$ cat config.mk
export PLATFORM = sky130hd
export DESIGN_NAME = rtc_core
export DESIGN_NICKNAME = d
export VERILOG_FILES = /design/src/rtl/rtc_core.sv
export SDC_FILE = /design/constraint.sdc
export NUM_CORES = 1
export LEC_CHECK = 0
export BUFFER_PORTS_ARGS = -buffer_cell sky130_fd_sc_hd__buf_2
export CELL_PAD_IN_SITES_DETAIL_PLACEMENT = 1
export CELL_PAD_IN_SITES_GLOBAL_PLACEMENT = 1
export CORE_ASPECT_RATIO = 2
export CORE_MARGIN = 2
export CORE_UTILIZATION = 50
export CTS_BUF_LIST = sky130_fd_sc_hd__clkbuf_8
export DETAILED_ROUTE_END_ITERATION = 7
export MAX_ROUTING_LAYER = met4
export PLACE_DENSITY_LB_ADDON = 0.3
export SYNTH_ARGS = -nofsm -noshare
export SYNTH_HDL_FRONTEND = slang
export SYNTH_SLANG_ARGS = --single-unit
$ cat constraint.sdc
create_clock -name clk -period 8.9 [get_ports clk]
set_clock_uncertainty 0.15 [all_clocks]
set_input_delay 1.335 -clock clk [delete_from_list [all_inputs] [get_ports clk]]
set_output_delay 1.335 -clock clk [all_outputs]
set_load 0.005 [all_outputs]
$ cat src/rtl/rtc_core.sv
module rtc_core #(
  parameter int ADDR_W = 4,
  parameter int PERIOD = 1024
) (
  input  logic              clk,
  input  logic              rst_n,
  input  logic              bcd_strap,
  input  logic              sec_pulse,
  input  logic              wr_en,
  input  logic              rd_en,
  input  logic [ADDR_W-1:0] addr,
  input  logic [7:0]        wdata,
  output logic [7:0]        rdata,
  output logic              irq
);
  localparam int TM_N  = 7;
  localparam int CNT_W = (PERIOD > 2) ? $clog2(PERIOD) : 1;
  localparam logic [ADDR_W-1:0] AD_A = ADDR_W'(8);
  localparam logic [ADDR_W-1:0] AD_B = ADDR_W'(9);
  localparam logic [ADDR_W-1:0] AD_C = ADDR_W'(10);
  localparam logic [ADDR_W-1:0] AD_D = ADDR_W'(11);

  function automatic logic [6:0] dec(input logic [7:0] v, input logic bin);
    logic [6:0] t;
    t = {3'b0, v[7:4]};
    return bin ? v[6:0] : t * 7'd10 + {3'b0, v[3:0]};
  endfunction

  function automatic logic [7:0] enc(input logic [6:0] b, input logic bin);
    logic [6:0] t, u;
    t = b / 7'd10;
    u = b % 7'd10;
    return bin ? {1'b0, b} : {t[3:0], u[3:0]};
  endfunction

  function automatic logic [6:0] mdays(input logic [6:0] mo, input logic leap);
    case (mo)
      7'd2:                     return leap ? 7'd29 : 7'd28;
      7'd4, 7'd6, 7'd9, 7'd11:  return 7'd30;
      default:                  return 7'd31;
    endcase
  endfunction

  logic [7:0]       tm_q [TM_N];
  logic [6:0]       a_q;
  logic [7:0]       b_q;
  logic             uip_q;
  logic             irq_q;
  logic [CNT_W-1:0] cnt_q;

  wire bin    = b_q[2];
  wire pie    = b_q[6];
  wire inhib  = b_q[7];
  wire tick   = sec_pulse && !inhib;
  wire wr_tm  = wr_en && (addr < ADDR_W'(TM_N));
  wire wr_b   = wr_en && (addr == AD_B);
  wire rd_a   = rd_en && (addr == AD_A);
  wire rd_c   = rd_en && (addr == AD_C);

  wire [6:0] s  = dec(tm_q[0], bin);
  wire [6:0] m  = dec(tm_q[1], bin);
  wire [6:0] h  = dec(tm_q[2], bin);
  wire [6:0] w  = dec(tm_q[3], bin);
  wire [6:0] d  = dec(tm_q[4], bin);
  wire [6:0] mo = dec(tm_q[5], bin);
  wire [6:0] y  = dec(tm_q[6], bin);

  wire c_s  = s >= 7'd59;
  wire c_m  = c_s && m >= 7'd59;
  wire c_h  = c_m && h >= 7'd23;
  wire c_d  = c_h && d >= mdays(mo, y[1:0] == 2'b00);
  wire c_mo = c_d && mo >= 7'd12;

  logic [7:0] nxt [TM_N];
  assign nxt[0] = enc(c_s ? 7'd0 : s + 7'd1, bin);
  assign nxt[1] = enc(c_s ? (c_m ? 7'd0 : m + 7'd1) : m, bin);
  assign nxt[2] = enc(c_m ? (c_h ? 7'd0 : h + 7'd1) : h, bin);
  assign nxt[3] = enc(c_h ? (w >= 7'd7 ? 7'd1 : w + 7'd1) : w, bin);
  assign nxt[4] = enc(c_h ? (c_d ? 7'd1 : d + 7'd1) : d, bin);
  assign nxt[5] = enc(c_d ? (c_mo ? 7'd1 : mo + 7'd1) : mo, bin);
  assign nxt[6] = enc(c_mo ? (y >= 7'd99 ? 7'd0 : y + 7'd1) : y, bin);

  wire stop  = wr_b && !wdata[6];
  wire start = wr_b && wdata[6] && !pie;
  wire fire  = pie && (cnt_q == CNT_W'(PERIOD - 1)) && !stop;

  always_ff @(posedge clk) begin
    if (!rst_n) begin
      tm_q[0] <= 8'h00; tm_q[1] <= 8'h00; tm_q[2] <= 8'h00;
      tm_q[3] <= 8'h01; tm_q[4] <= 8'h01; tm_q[5] <= 8'h01;
      tm_q[6] <= 8'h00;
      a_q    <= 7'h26;
      b_q    <= bcd_strap ? 8'h42 : 8'h46;
      uip_q  <= 1'b0;
      irq_q  <= 1'b0;
      cnt_q  <= '0;
      rdata  <= 8'h00;
    end else begin
      if (tick)
        for (int i = 0; i < TM_N; i++) tm_q[i] <= nxt[i];
      if (wr_tm) tm_q[addr[2:0]] <= wdata;
      if (wr_en && addr == AD_A) a_q <= wdata[6:0];
      if (wr_b) b_q <= wdata;
      if (rd_a) uip_q <= ~uip_q;

      if (stop || start || fire) cnt_q <= '0;
      else if (pie)              cnt_q <= cnt_q + 1'b1;

      if (fire)      irq_q <= 1'b1;
      else if (rd_c) irq_q <= 1'b0;

      if (rd_en) begin
        if (addr < ADDR_W'(TM_N)) rdata <= tm_q[addr[2:0]];
        else if (addr == AD_A)    rdata <= {~uip_q, a_q};
        else if (addr == AD_B)    rdata <= b_q;
        else                      rdata <= 8'h00;
      end
    end
  end

  assign irq = irq_q;

  a_r2_sec_wrap: assert property (@(posedge clk) disable iff (!rst_n)
    (tick && s >= 7'd59 && !wr_tm) |=> (tm_q[0] == 8'h00));
  a_r5_inhibit_holds: assert property (@(posedge clk) disable iff (!rst_n)
    (inhib && !wr_en) |=> $stable(tm_q[0]) && $stable(tm_q[4]));
  a_r6_uip_on_read: assert property (@(posedge clk) disable iff (!rst_n)
    !$stable(uip_q) |-> $past(rd_a));
  a_r8_irq_needs_pie: assert property (@(posedge clk) disable iff (!rst_n)
    $rose(irq_q) |-> $past(pie));
  a_r9_readc_clears: assert property (@(posedge clk) disable iff (!rst_n)
    (rd_c && !fire) |=> !irq_q);
  a_r10_cd_zero: assert property (@(posedge clk) disable iff (!rst_n)
    (rd_en && (addr == AD_C || addr == AD_D)) |=> (rdata == 8'h00));
  always_comb a_r8_cnt_range: assert (!rst_n || cnt_q <= CNT_W'(PERIOD - 1));
endmodule

==> impl_results.md <==
* Setup TNS at 0 ps
* Avg Cell Area, Syn at 8.13 µm²
* Rel. slew slack at 22.2%
* Hold_buf cts at 0
* H-tree lvl count at 3
* Cts repair resizes at 0
* Critical path's top delay family: compound AO/OA/AOI/OAI gates
* CTS tree: done
* Number of top-level pins at 27
* Pwr Density at 247 mW/mm²
* Initial antenna violation count at 0
* Worst Path Buf+Inv at 2
* Placement Rows at 77
* CP most frequent cell: ha_1
* Die area at 0.0236 mm²
* Top cell type's share of synthesized area at 17.2%
* Hold WC Path Type: reg -> reg
* Crit path launch type: flip-flop
* Synth async-reset ratio at 0%
* Initial DRC Count at 693
* Drt wl/cell at 25.2 µm
* Root buf cell: clkbuf_8
* Area Growth Syn to Fin at 3.56%
* Register area at approximately 0.0025 mm²
* CP max stage delay at ~670 ps
* # fillers at 2725
* Antenna diodes at 0
* Final hold viol count at 0
* Sw power at 1.50 mW
* Crit path DAT at 7350 ps
* CTS max path bufs at 2
* Sw Ratio at 52.3%
* Mapped Nets at between 1k and 1.5k
* Worst VDD drop at 0.231 mV
* Fin. max-slew vios at 0
* CTS buffer count at 9
* Most frequent cells in the layout: 144 x nand2_1, 130 x nor2_1, 98 x o21ai_0
* Post-CTS setup buffer count at 0
* Clock sink count at 91
* Residual DRC at 0
* Congestion Overflow GR at 0
* Vias after detailed routing at 11.5k
* Sequential-to-total area share from yosys stat at 22.0%
* Fin crit share at ~83%
* CP required at just under 9000 ps
* Crit-path max FO at 16
* Synth Cell Area at approximately 0.011 mm²
* Tightest Pin Transition at ~1200 ps
* Buffers on Ports at 26
* Max_cap viols at 0
* Setup crit end kind: flip-flop
* Share of power burned in registers at about a fifth
* Drt total wl at 41000 µm
* Vias per cell at 7.08
* Achievable frequency at 0.136 GHz
* Leak at 4.42 nW
* Area used by multi-input combinational logic at 0.00819 mm²
* Die Ht at about 220 µm
* Number of global-route vias before repair at roughly 12k
* Int Power at 1.37 mW
* Initial Util at 50.7%
* GP Congestion at approximately 0.99
* Combinational share of power at 68.9%
* Clk_lat worst skew at around 400 ps
* Status: completed
* Fin util at 52.5%
* Commonest non-fill, non-tap cell in the layout: nand2_1
* #FFs+latches synth at 91
* Layout cells sized above 1 at 9.56%
* Post-synth top area cell: edfxtp_1
* Unique masters post-synth at 114
* Total core area at 0.0221 mm²
* Slowest stage cell, crit path: a221oi_1
* First-pass GRT wire length at roughly 65000 µm
* Setup Crit Path Kind: reg -> reg
* Die X at 110 µm
* Final setup violation count at 0
* Largest net degree at the start of global routing at 135
* Yosys warnings at 0
* GRT Total Usage at a little over a third
* RSZ-0062 raised after global routing: false
* Ys flop type: edfxtp_1
* Routed Antenna Nets at 0
* Clock slew at reported path FFs at 100 ps
* Post-synth EDFFs at 64
* Pre-antenna DRT Iters at 5
* Synthesized instance count at ~1.4k
* HPWL after DPL at 31400 µm
* Final min period at ~7300 ps
* Fin nets at 1440
* Largest cells by area after synthesis: edfxtp_1 17%, ha_1 7.2%, dfxtp_1 4.8%, nand2_1 4.8%, o21ai_0 4.4%
* Clock group share of total power at between 10% and 20%
-- power by group through the flow --
stage / Clock (mW) / Sequential (mW) / Combinational, mW
final: 0.312 / 0.579 / 1.97
after detailed placement: 0 / 0.586 / 1.93
after global routing: 0.328 / 0.581 / 2.14
after floorplan: 0 / 0.552 / 1.48
after global placement: 0 / 0.584 / 1.88
after CTS: 0.311 / 0.576 / 1.95
-- cells in the mapped netlist (all sizes together) (16+ instances only) --
library cell and n:
and3 20, a21oi 82, xnor2 34, buf 31, a31oi 28, dfxtp 27, o31ai 17, o211ai 17
nor3 35, and2 27, nand2b 20, nor2b 16, clkbuf 50, nor2 131, nand2 147, mux2 18
nand4 18, mux2i 51, a211oi 21, inv 37, ha 64, nand3 43, o21ai 112, edfxtp 64
-- stage by stage --
step | hold WS (ps) | power, mW | instances | setup slack [ps] | cell area (µm²)
global placement | 293 | 2.46 | 1609 | 1870 | 11400
floorplan | 290 | 2.03 | 1375 | 2380 | 11200
finish | 317 | 2.86 | 1625 | 1560 | 11600
detailed placement | 303 | 2.52 | 1609 | 1620 | 11400
global route | 351 | 3.05 | 1625 | 1110 | 11600
CTS | 318 | 2.83 | 1625 | 1600 | 11600
-- sequential cells by signal, summed over array words and instances (netlist names) --
| name | flops |
|---|---|
| cnt_q | 10 |
| uip_q | 1 |
| tm_q | 56 |
| b_q | 8 |
| rdata | 8 |
| a_q | 7 |
| irq | 1 |
-- tightest hold or removal path: stages, from the launching register on --
cell and delay (ps):
dfxtp_1 320, nand2_1 50, a21oi_1 60
-- logic make-up (layout without fill, tap and decap cells) --
group                    Yosys count  in the layout  share of synthesized area [%]
AO/OA/AOI/OAI                    456            456                           29.6
XOR/XNOR                          46             46                           3.60
adder cells (fa/ha/maj)           84             84                           10.2
buffers and inverters            118             92                           4.76
flip-flops                        91             91                           22.0
multiplexers                      71             71                           6.96
AND/OR/NAND/NOR                  509            509                           22.8
-- area by class of cell --
class	instances	share of cell area (%)
Multi-Input combinational cell	1166	70.7
Sequential cell	91	21.3
Tap cell	276	2.98
Timing Repair Buffer	39	2.07
Inverter	37	1.20
Clock buffer	10	1.19
Clock inverter	6	0.584
-- final timing paths --
| check | startpoint | cells past startpoint | slack [ps] | endpoint |
|---|---|---|---|---|
| worst max-delay path | tm_q[5][5] | 26 | 1560 | tm_q[6][4] |
| worst min-delay path | irq | 2 | 320 | irq |
| worst max register to register | tm_q[5][5] | 26 | 1560 | tm_q[6][4] |
| worst min register to register | irq | 2 | 320 | irq |
-- layer usage --
metal  GRT usage [%]  vias up  wire (µm)
met2            64.4      422      21700
met3            4.41      216       1780
li1                -     5181          -
met1            35.2     5689      13800
met4            26.1        0       3640
met5               -        -          0
(Power assumes the default switching activity.)
